$ cat src/rtl/tri_nest_pkg.sv
package tri_nest_pkg;

  typedef enum logic [3:0] {
    ST_IDLE,
    ST_R_INIT,
    ST_R_FETCH,
    ST_R_UPD,
    ST_D_INIT,
    ST_D_FETCH,
    ST_D_MAC,
    ST_D_STORE,
    ST_DONE
  } nest_state_e;

  typedef enum logic [1:0] {
    WS_ONE,
    WS_PROD,
    WS_ACC
  } wsel_e;

  localparam logic MODE_ROW  = 1'b0;
  localparam logic MODE_DIAG = 1'b1;

endpackage

$ cat src/rtl/tri_nest_ctrl.sv
module tri_nest_ctrl
  import tri_nest_pkg::*;
#(
  parameter int IDX_W = 3
) (
  input  logic             clk,
  input  logic             rst_n,
  input  logic             start,
  input  logic             mode,
  input  logic [IDX_W-1:0] n_in,
  output logic             busy,
  output logic             done,
  output logic             a_rd,
  output logic [IDX_W-1:0] a_row,
  output logic [IDX_W-1:0] a_col,
  output logic             b_rd,
  output logic             b_wr,
  output logic [IDX_W-1:0] b_addr,
  output wsel_e            wsel,
  output logic             acc_init,
  output logic             acc_mul
);

  localparam logic [IDX_W-1:0] IDX_ONE = IDX_W'(1);

  nest_state_e      st_q, st_d;
  logic             mode_q, mode_d;
  logic [IDX_W-1:0] nb_q, nb_d;
  logic [IDX_W-1:0] i_q, i_d;
  logic [IDX_W-1:0] j_q, j_d;
  logic             row_last_j;

  assign row_last_j = (j_q == (nb_q - i_q));

  // next-state process
  always_comb begin
    st_d   = st_q;
    mode_d = mode_q;
    nb_d   = nb_q;
    i_d    = i_q;
    j_d    = j_q;
    unique case (st_q)
      ST_IDLE: begin
        if (start) begin
          mode_d = mode;
          nb_d   = n_in;
          i_d    = '0;
          j_d    = '0;
          st_d   = (mode == MODE_DIAG) ? ST_D_INIT : ST_R_INIT;
        end
      end
      ST_R_INIT:  st_d = ST_R_FETCH;
      ST_R_FETCH: st_d = ST_R_UPD;
      ST_R_UPD: begin
        if (row_last_j) begin
          if (i_q == nb_q) begin
            st_d = ST_DONE;
          end else begin
            i_d  = i_q + IDX_ONE;
            j_d  = '0;
            st_d = ST_R_FETCH;
          end
        end else begin
          j_d  = j_q + IDX_ONE;
          st_d = (i_q == '0) ? ST_R_INIT : ST_R_FETCH;
        end
      end
      ST_D_INIT: begin
        j_d  = '0;
        st_d = ST_D_FETCH;
      end
      ST_D_FETCH: st_d = ST_D_MAC;
      ST_D_MAC: begin
        if (j_q == i_q) begin
          st_d = ST_D_STORE;
        end else begin
          j_d  = j_q + IDX_ONE;
          st_d = ST_D_FETCH;
        end
      end
      ST_D_STORE: begin
        if (i_q == nb_q) begin
          st_d = ST_DONE;
        end else begin
          i_d  = i_q + IDX_ONE;
          st_d = ST_D_INIT;
        end
      end
      ST_DONE: st_d = ST_IDLE;
      default: st_d = ST_IDLE;
    endcase
  end

  // register process
  always_ff @(posedge clk or negedge rst_n) begin
    if (!rst_n) begin
      st_q   <= ST_IDLE;
      mode_q <= MODE_ROW;
      nb_q   <= '0;
      i_q    <= '0;
      j_q    <= '0;
    end else begin
      st_q   <= st_d;
      mode_q <= mode_d;
      nb_q   <= nb_d;
      i_q    <= i_d;
      j_q    <= j_d;
    end
  end

  // output decode
  always_comb begin
    busy     = (st_q != ST_IDLE);
    done     = (st_q == ST_DONE);
    a_rd     = (st_q == ST_R_FETCH) || (st_q == ST_D_FETCH);
    a_row    = (mode_q == MODE_DIAG) ? (i_q - j_q) : i_q;
    a_col    = j_q;
    b_rd     = (st_q == ST_R_FETCH);
    b_wr     = (st_q == ST_R_INIT) || (st_q == ST_R_UPD) || (st_q == ST_D_STORE);
    b_addr   = (mode_q == MODE_DIAG) ? i_q : (i_q + j_q);
    acc_init = (st_q == ST_D_INIT);
    acc_mul  = (st_q == ST_D_MAC);
    unique case (st_q)
      ST_R_INIT:  wsel = WS_ONE;
      ST_D_STORE: wsel = WS_ACC;
      default:    wsel = WS_PROD;
    endcase
  end


  done_pulse_chk: assert property (@(posedge clk) disable iff (!rst_n)
    done |=> !done);


  diag_no_bread_chk: assert property (@(posedge clk) disable iff (!rst_n)
    (busy && mode_q == MODE_DIAG) |-> !b_rd);


  a_domain_chk: assert property (@(posedge clk) disable iff (!rst_n)
    a_rd |-> ({1'b0, a_row} + {1'b0, a_col}) <= {1'b0, nb_q});


  b_port_excl_chk: assert property (@(posedge clk) disable iff (!rst_n)
    !(b_rd && b_wr));


  start_ignored_chk: assert property (@(posedge clk) disable iff (!rst_n)
    (busy && start) |=> (mode_q == $past(mode_q)) && (nb_q == $past(nb_q)));

endmodule

$ cat src/rtl/tri_nest_dpath.sv
module tri_nest_dpath
  import tri_nest_pkg::*;
#(
  parameter int DATA_W = 16
) (
  input  logic              clk,
  input  logic              rst_n,
  input  logic              acc_init,
  input  logic              acc_mul,
  input  wsel_e             wsel,
  input  logic [DATA_W-1:0] a_rd_data,
  input  logic [DATA_W-1:0] b_rd_data,
  output logic [DATA_W-1:0] b_wr_data
);

  localparam logic [DATA_W-1:0] UNIT = DATA_W'(1);

  logic [DATA_W-1:0] acc_q, acc_d;
  logic              acc_en;
  logic [DATA_W-1:0] rmw_prod;

  assign rmw_prod = b_rd_data * a_rd_data;
  assign acc_en   = acc_init | acc_mul;

  always_comb begin
    acc_d = acc_q;
    if (acc_init) begin
      acc_d = UNIT;
    end else if (acc_mul) begin
      acc_d = acc_q * a_rd_data;
    end
  end

  always_ff @(posedge clk or negedge rst_n) begin
    if (!rst_n) begin
      acc_q <= '0;
    end else if (acc_en) begin
      acc_q <= acc_d;
    end
  end

  always_comb begin
    unique case (wsel)
      WS_ONE:  b_wr_data = UNIT;
      WS_ACC:  b_wr_data = acc_q;
      default: b_wr_data = rmw_prod;
    endcase
  end


  acc_start_chk: assert property (@(posedge clk) disable iff (!rst_n)
    acc_init |=> (b_wr_data == UNIT) || (wsel != WS_ACC));

endmodule

$ cat src/rtl/tri_evt_cnt.sv
module tri_evt_cnt #(
  parameter int CNT_W = 6
) (
  input  logic             clk,
  input  logic             rst_n,
  input  logic             clr,
  input  logic             inc,
  output logic [CNT_W-1:0] cnt
);

  logic [CNT_W-1:0] cnt_d;
  logic             cnt_en;

  assign cnt_en = clr | inc;

  always_comb begin
    cnt_d = cnt;
    if (clr) begin
      cnt_d = '0;
    end else if (inc) begin
      cnt_d = cnt + CNT_W'(1);
    end
  end

  always_ff @(posedge clk or negedge rst_n) begin
    if (!rst_n) begin
      cnt <= '0;
    end else if (cnt_en) begin
      cnt <= cnt_d;
    end
  end


  cnt_mono_chk: assert property (@(posedge clk) disable iff (!rst_n)
    !clr |=> cnt >= $past(cnt));

endmodule

$ cat src/rtl/tri_nest_engine.sv
module tri_nest_engine
  import tri_nest_pkg::*;
#(
  parameter int IDX_W  = 3,
  parameter int DATA_W = 16,
  localparam int N_MAX = (1 << IDX_W) - 1,
  localparam int T_MAX = (N_MAX + 1) * (N_MAX + 2) / 2,
  localparam int CNT_W = $clog2(T_MAX + N_MAX + 2)
) (
  input  logic              clk,
  input  logic              rst_n,
  input  logic              start,
  input  logic              mode,
  input  logic [IDX_W-1:0]  n_in,
  output logic              busy,
  output logic              done,
  output logic              a_rd_en,
  output logic [IDX_W-1:0]  a_row,
  output logic [IDX_W-1:0]  a_col,
  input  logic [DATA_W-1:0] a_rd_data,
  output logic              b_rd_en,
  output logic              b_wr_en,
  output logic [IDX_W-1:0]  b_addr,
  output logic [DATA_W-1:0] b_wr_data,
  input  logic [DATA_W-1:0] b_rd_data,
  output logic [CNT_W-1:0]  cnt_b_rd,
  output logic [CNT_W-1:0]  cnt_b_wr,
  output logic [CNT_W-1:0]  cnt_a_rd
);

  localparam int NUM_CNT = 3;

  logic [1:0]       rst_pipe;
  logic             rst_int_n;
  wsel_e            wsel;
  logic             acc_init, acc_mul;
  logic             run_clr;
  logic [NUM_CNT-1:0] evt;
  logic [CNT_W-1:0] cnt_arr [NUM_CNT];

  always_ff @(posedge clk or negedge rst_n) begin
    if (!rst_n) begin
      rst_pipe <= '0;
    end else begin
      rst_pipe <= {rst_pipe[0], 1'b1};
    end
  end
  assign rst_int_n = rst_pipe[1];

  tri_nest_ctrl #(.IDX_W(IDX_W)) u_ctrl (
    .clk      (clk),
    .rst_n    (rst_int_n),
    .start    (start),
    .mode     (mode),
    .n_in     (n_in),
    .busy     (busy),
    .done     (done),
    .a_rd     (a_rd_en),
    .a_row    (a_row),
    .a_col    (a_col),
    .b_rd     (b_rd_en),
    .b_wr     (b_wr_en),
    .b_addr   (b_addr),
    .wsel     (wsel),
    .acc_init (acc_init),
    .acc_mul  (acc_mul)
  );

  tri_nest_dpath #(.DATA_W(DATA_W)) u_dpath (
    .clk       (clk),
    .rst_n     (rst_int_n),
    .acc_init  (acc_init),
    .acc_mul   (acc_mul),
    .wsel      (wsel),
    .a_rd_data (a_rd_data),
    .b_rd_data (b_rd_data),
    .b_wr_data (b_wr_data)
  );

  assign run_clr = start & ~busy;
  assign evt     = {a_rd_en, b_wr_en, b_rd_en};

  for (genvar g = 0; g < NUM_CNT; g++) begin : g_cnt
    tri_evt_cnt #(.CNT_W(CNT_W)) u_cnt (
      .clk   (clk),
      .rst_n (rst_int_n),
      .clr   (run_clr),
      .inc   (evt[g]),
      .cnt   (cnt_arr[g])
    );
  end

  assign cnt_b_rd = cnt_arr[0];
  assign cnt_b_wr = cnt_arr[1];
  assign cnt_a_rd = cnt_arr[2];

endmodule

$ cat config.mk
export PLATFORM = sky130hd
export DESIGN_NAME = tri_nest_engine
export DESIGN_NICKNAME = d
export VERILOG_FILES = /design/src/rtl/tri_nest_pkg.sv /design/src/rtl/tri_nest_ctrl.sv /design/src/rtl/tri_nest_dpath.sv /design/src/rtl/tri_evt_cnt.sv /design/src/rtl/tri_nest_engine.sv
export SDC_FILE = /design/constraint.sdc
export NUM_CORES = 1
export LEC_CHECK = 0
export ABC_AREA = 0
export BUFFER_PORTS_ARGS = -buffer_cell sky130_fd_sc_hd__buf_4
export CORE_MARGIN = 5
export CORE_UTILIZATION = 57
export DETAILED_ROUTE_END_ITERATION = 6
export PLACE_DENSITY_LB_ADDON = 0.3
export SLEW_MARGIN = 30
export SYNTH_ARGS = -nofsm -noshare
export SYNTH_HDL_FRONTEND = slang
export SYNTH_SLANG_ARGS = --single-unit
$ cat constraint.sdc
create_clock -name clk -period 4.9 [get_ports clk]
set_input_delay 0.245 -clock clk [delete_from_list [all_inputs] [get_ports clk]]
set_output_delay 0.245 -clock clk [all_outputs]
set_load 0.005 [all_outputs]
==> out/results.txt, run 1 <==
Clock latency on the worst-skew pair, taken at its later pin, is 300 ps. The first global-routing pass estimated 48800 um of wire. The fraction of registers with async set/reset was 1.00. Setup slack on the worst reg-to-reg path comes out at -230 ps. The layout-stage area growth over the synthesis result is 25.7%, and the clock-pin transition on the worst setup and hold timing paths is 70 ps. The tools report the final worst clock skew as 5.21 ps. The tools report the starting utilization of the core area as 0.575. At the pin with the least slew margin, the transition time is 910 ps. After synthesis, the cell types taking the most area are fa_1 31%, ha_1 13%, dfrtp_1 12%. For the via count of the first global-routing pass, the log shows 9739. The maximum number of pins on one net before global-route repair was 49; the flip-flop and latch count after synthesis was 50.

Buffer depth of the longest clock path: 2. The hold path depth was 3; the depth of the worst register-to-register path was 18. The sequential-to-total area share from yosys stat came out at 0.118.

Along the worst path, the maximum fanout reaches 8. Share of the cycle needed by the critical path after routing: 1.11. For this run, design rule violations remaining after detail routing come to 0. STA puts the critical path data arrival time at 5200 ps.

The slack of the critical path was -543 ps; the fmax was 184 MHz. The fraction of layout cells with a size suffix above 1 works out to 0.268. Max-cap violations in this run came to 0.

For the boundary pin count, the log shows 87. Startpoint class of the critical path: an input port. The maximum level of the CTS H-tree was 2. The total area inside the core boundary comes to 18500 um2. Among all stages on the critical path, the largest delay is contributed by fa_1. The total routed wirelength was 29100 um.

At the end of routability-driven placement, the weighted congestion stood at 0.879. The run gives 0 as the antenna diode count. Setup repair after global routing could not meet its margin everywhere. Summed over all instances, the cell type with the most area after synthesis is fa_1. The routed design could run at a clock period as short as 5440 ps. Port buffering added 86 buffers. Once detailed placement completed, the half-perimeter wirelength came to 22400 um.

The logs give 50 for the cell row count and 8827 for the count of vias placed by the detailed router. Among the stages of the critical path, the cell type that occurs most often is fa_1. In the synthesized netlist the dominant register cell turns out to be dfrtp_1. The sink count of the clock tree was 50. The detailed-route vias per instance was 5.40. Endpoint of the worst hold-timing path: u_ctrl.nb_q[0].

For this run, the number of Yosys warnings is 0. The post-synthesis net count came out at 1529. After the last flow step, the layout net total stands at 1712. The initial antenna violation count is 0. By startpoint and endpoint, the worst setup path is classified as in2out. TritonCTS built the clock tree. Once placement finished, the instance area stood at 12400 um2.

The remaining max-slew budget at the tightest pin was 0.393; the mean instance size in the synthesized netlist was 8.74 um2. Clock tree synthesis inserted a total of 5 buffers. Synthesis handed over a netlist of 1218 instances. In this run the vertical extent of the chip is 147 um. The share of the synthesized area in the top cell type came out at 0.307. The total overflow left after global routing is 0. The tools report the end of the worst register-to-register path as u_dpath.acc_q[15].

The worst min-delay path class is in2reg. The tools report the hold violation total from the final report as 0. Before antenna repair, the detailed router went through 5 iterations. The number of slew-limit violations in the final report is 0. Summing every instance area after synthesis gives 10600 um2. The die is 147 um wide.

The type of destination of the critical path is a primary output. The die covers 21500 um2. Prior to clock tree synthesis, the placed netlist has a worst setup slack of -696 ps. The run finished, with violations left. Counting flops with a built-in enable in the synthesized netlist gives 0. The tools report the launching point of the worst reg2reg path as u_dpath.acc_q[3].

The global-route total usage across every layer was 0.279. The critical path's largest stage delay was 550 ps. Walking the worst path, the cells encountered are buf_12, and2_4, fa_1, inv_2, fa_1, inv_2, fa_1, fa_1, inv_1, fa_1, fa_2, xor2_2, xnor2_1, xnor2_1, xnor2_1, xnor3_2, xnor2_2, o31ai_2, buf_4, buf_6.

Setup violations remaining at the end of the flow were counted as 10. The checks that failed: setup timing. In this run the clock root is driven by a clkbuf_16. The wire length per cell is 17.8 um.

The startpoint identified for the worst hold timing path is n_in[0]. For this block, the initial DRC count from the detailed router was 463. Summing all non-filler instances in the final layout gives an area of 13400 um2. The required time at the endpoint of the critical path is 4660 ps, and the number of routed nets with antenna violations is 0. Count of distinct cell types in the synthesized netlist: 55.
==> registers in the layout (all words and copies together) (netlist names) <==
signal / flops
u_ctrl.mode_q: 1
g_cnt.u_cnt.cnt: 18
u_ctrl.st_q: 4
u_ctrl.a_col: 3
u_ctrl.i_q: 3
rst_pipe: 2
u_dpath.acc_q: 16
u_ctrl.nb_q: 3
==> worst max-delay path, delay by kind of cell <==
family	cells	cell delay, ps
adder cells (fa/ha/maj)	6	2940
XOR/XNOR	6	1170
buffers and inverters	6	510
AO/OA/AOI/OAI	1	210
AND/OR/NAND/NOR	1	140
==> cell usage after synthesis, types with 12 or more instances <==
cell type / count
xor2_1: 33
and2_1: 145
dfrtp_1: 50
fa_1: 163
a21oi_1: 14
clkbuf_1: 43
a21o_1: 12
xnor2_1: 61
nand3_1: 14
ha_1: 109
o21ai_0: 27
inv_1: 235
nor2_1: 28
nand2_1: 179
==> per-layer routing <==
metal | GRT usage | vias up | share of wire
li1 | - | 4054 | -
met1 | 0.364 | 4394 | 0.40
met2 | 0.490 | 318 | 0.51
met3 | 0.0403 | 61 | 0.063
met4 | 0.0720 | 0 | 0.025
met5 | 0 | - | 0
==> timing repair <==
item                       in CTS  in global routing
hold buffers                    1                  0
resized for setup             128                 33
buffers inserted               18                  6
pin swaps                      85                 35
gates cloned                    0                  0
hold endpoints to repair        2                  0
setup endpoints to repair      13                 12
==> layout make-up <==
class                   count  area [um2]
well taps                 234         293
clock inverters             3        28.8
clock buffers               5         125
multi-input cells         878        8820
fillers                  1343        5140
repair buffers            231        1960
flip-flops and latches     50        1270
inverters                 235         885
==> per-stage QoR <==
stage	setup TNS [ps]	cells	util	hold slack, ps
2_1_floorplan	-238	1218	-	-50.6
3_3_place_gp	-5010	1604	0.670	28.4
3_5_place_dp	-5300	1604	0.670	29.1
4_1_cts	-2510	1630	0.713	154
5_1_grt	-4280	1636	0.723	178
6_report	-2750	1636	0.723	157
==> layout by cell type (no fill, tap or decap), drive strengths merged, types with 2 or more instances in the layout <==
cell     instances
a2111oi          2
a211o            2
a21o            12
a21oi           15
a22o             9
a31oi            3
and2           145
buf            230
clkbuf           5
clkinv           2
dfrtp           50
fa             163
ha             109
inv            236
mux2             4
mux2i            6
nand2          181
nand2b           6
nand3           14
nand4            5
nor2            28
nor2b            2
nor3             5
nor4             3
o21a             6
o21ai           30
o21bai           2
o31ai            7
o41ai            2
or3              5
xnor2           62
xnor3            2
xor2            33
==> cells by family (layout without fill, tap and decap cells) <==
family                     after synthesis  count (layout)  synth area share
AOI/OAI and AO/OA                      102             102            0.0677
DFF                                     50              50             0.118
muxes                                   10              10           0.00987
xor gates and xnor gates                97              97            0.0831
other                                    1               1          0.000352
and+or+nand+nor                        396             396             0.183
adders and majority gates              272             272             0.435
buffers and inverters                  290             474             0.104
==> how the worst max path moves through the flow <==
| stage | from | end | cells past startpoint | slack [ps] |
|---|---|---|---|---|
| final | a_rd_data[3] | b_wr_data[15] | 20 | -540 |
| after detailed placement | a_rd_data[3] | b_wr_data[15] | 20 | -700 |
| after global routing | a_rd_data[3] | b_wr_data[15] | 20 | -690 |
| after CTS | b_rd_data[11] | b_wr_data[15] | 20 | -550 |
| after global placement | a_rd_data[3] | b_wr_data[15] | 20 | -620 |
| after floorplan | a_rd_data[4] | b_wr_data[14] | 19 | -140 |
Power of run 1 is not shown: default switching activity piles up to over one toggle a cycle in this logic, so the estimate is an artifact.
==> inputs of run 2 (changes only) <==
Settings changed: REMOVE_ABC_BUFFERS set to 1.
==> out/results.txt, run 2 (synthesis gave the netlist of run 1 again) <==
The flow ran to the end, but the final reports show violations. The checks that failed: setup timing. The total stage count of the critical path is 20 (unchanged), and the hold path depth is 3 (unchanged). The total routed wirelength is 30000 um (+3.1%), and the maximum level of the CTS H-tree is 2 (unchanged). The critical path's largest stage delay came out at 530 ps (-20 ps). The top cell types in the final layout, fill and taps aside, are 221 x buf_4, 208 x inv_1, 172 x nand2_1.

Initial antenna violation count: 0 (unchanged). The slowest stage of the critical path belongs to the cell fa_1. The kind of cell with the highest combined delay along the critical path is adder cells. Wire length per cell: 18.1 um (+1.7%). Clock-pin transition on the worst setup and hold timing paths: 70 ps (about the same). Max-capacitance violation count: 0 (unchanged).

The logs give 300 ps (about the same) for the clock insertion delay at the later pin of the skew report and 185 MHz (+0.48%) for the fmax. TritonCTS built the clock tree. For the detailed router's first-iteration violation count, the log shows 499 (+7.8%). The transition at the pin with the smallest max-transition slack works out to 938 ps (+28.0 ps).

The logs give 12400 um2 (-0.25%) for the placed cell area and 0 (unchanged) for the number of routed nets with antenna violations. The detailed-router iteration count before antenna repair was 5 (unchanged). The area inside the core boundary is 18500 um2 (unchanged), and the final setup violation count is 10 (unchanged). The total number of nets in the final design was 1735 (+1.3%).

The count of buffer and inverter cells on the critical path is 6 (unchanged). The global-route total usage across every layer came out at 0.272 (-0.00750). Final critical delay including setup and external delays: 5420 ps (-26.1 ps). Worst hold slack: 157 ps (-0.463 ps). The tools report the buffer depth of the longest clock path as 2 (unchanged).

The tightest min-delay check is of the in2reg type. The logs give 0 (unchanged) for the antenna diode count and 0 (unchanged) for the hold violation total from the final report. More flip-flops sit in one register than any other, and that register is g_cnt.u_cnt.cnt. The first-pass GRT wire length is 47300 um (-3.1%).

Tracing the worst setup path back leads to its startpoint at b_rd_data[7]. The placed wire-length estimate was 23000 um (+2.9%); the maximum number of pins on one net before global-route repair was 49 (unchanged). The horizontal extent of the die works out to 147 um (unchanged). The final cell area excluding filler cells was 13600 um2 (+1.7%); the cell row count was 50 (unchanged). The largest registers in the layout are g_cnt.u_cnt.cnt (18), u_dpath.acc_q (16), u_ctrl.st_q (4). Count of buffers inserted at the top-level ports: 86 (unchanged). The fraction of layout cells with a size suffix above 1 is 0.292 (+0.0237).

The share of the cycle needed by the critical path after routing is 1.11 (-0.00532). Signal arrival time at the worst endpoint: 5170 ps (-30 ps). The startpoint identified for the worst hold timing path is n_in[0]. Leaving out fill and tap cells, the most frequent cell in the layout is buf_4.

Counting stages on the worst path, the most repeated cell is fa_1. The flip-flop count of the largest register, all copies and words added came out at 18 (unchanged). The detailed-route vias per instance was 5.41 (+0.30%); the number of slew-limit violations in the final report was 0 (unchanged). The overall die area was 21500 um2 (unchanged).

The run gives 4660 ps (about the same) as the required time at the endpoint of the critical path. The tree is rooted in a clkbuf_16. The final worst clock skew was 9.62 ps (+4.40 ps); the worst setup slack for register-to-register paths was -360 ps (-130 ps). CTS buffer count: 5 (unchanged). In this run the critical register-to-register path is launched from u_dpath.acc_q[7]. The boundary pin count was 87 (unchanged); the remaining max-slew budget at the tightest pin was 0.374 (-0.0187). The global-route congestion overflow total is 0 (unchanged), and the depth of the worst register-to-register path is 17 (-1). The count of vias placed by the detailed router came out at 8978 (+1.7%).

The starting utilization of the core area came out at 0.575 (unchanged). The final core area utilization was 0.735 (+0.0122); the height of the die was 147 um (unchanged). The run gives 50 (unchanged) as the sink count of the clock tree. The worst setup path is launched from an input port. Total DRC errors in the routed layout: 0 (unchanged). The critical path is of the in2out type.

Setup repair after global routing could not meet its margin everywhere. The critical path goes through buf_12, and2_4, fa_1, inv_1, fa_1, fa_1, fa_1, inv_1, fa_1, inv_1, fa_1, inv_2, ha_4, a21o_4, a21o_1, a21o_1, a31oi_2, xnor2_1, a22o_1, buf_4. The layout-stage area growth over the synthesis result came out at 27.8%. The worst setup path is captured at a primary output.

The top fanout value on the critical path was 6 (-2); the final estimated routing congestion in global placement was 0.940 (+6.9%). The tools report the slack of the critical path as -517 ps (+26.1 ps). The via count of the first global-routing pass was 9493 (-2.5%).
[run 2: changes by cell type in the layout (fill, tap and decap cells not counted), sizes merged]
cell / delta
buf: +23
[run 2: area by class of cell]
type	count	area [um2]
multi-input combinational	878	8900
fill	1314	4910
timing repair buffer	254	2110
sequential	50	1260
inverter	235	882
tap	234	293
clock buffer	5	125
clock inverter	3	28.8
[run 2: worst paths after layout]
path	to
worst max-delay path	b_wr_data[14]
max in group asynchronous	u_dpath.acc_q[3]
worst min-delay path	u_ctrl.nb_q[0]
worst max register to register	u_dpath.acc_q[13]
worst min register to register	rst_pipe[1]
min in group asynchronous	rst_pipe[1]
[run 2: metal layers]
layer  wire length [um]  part of all wire  track usage
met1              11800              0.39        0.348
met2              15400              0.51        0.477
met3               1630             0.055       0.0307
met4               1150             0.038       0.0974
met5                  0                 0            0
[run 2: through the flow]
stage,TNS (ps),cells,setup WS (ps)
6_report,-3220,1659,-517
5_1_grt,-4540,1659,-644
4_1_cts,-2890,1641,-408
3_5_place_dp,-5440,1611,-661
3_3_place_gp,-4670,1611,-574
2_1_floorplan,-543,1163,-181
[run 2: what timing repair did]
item                       in CTS  in global routing
hold endpoints to repair        2                  0
setup buffers                  21                 19
gates resized for setup        93                102
setup endpoints to repair      12                 13
pin swaps                      66                 90
hold buffers                    1                  0
cloned                          0                  0
[run 2: worst reg2reg max path, stage by stage, from the launching register on]
cell      delay [ps]
dfrtp_2          460
and2_4           160
fa_1             590
inv_2             60
fa_1             550
fa_2             450
fa_1             490
inv_1             50
fa_1             500
inv_2             50
fa_1             520
inv_2             60
ha_4             220
a21boi_4         150
buf_6            130
o21a_1           190
o21a_1           220
o41ai_2          310
Power of run 2 is left out for the same reason.
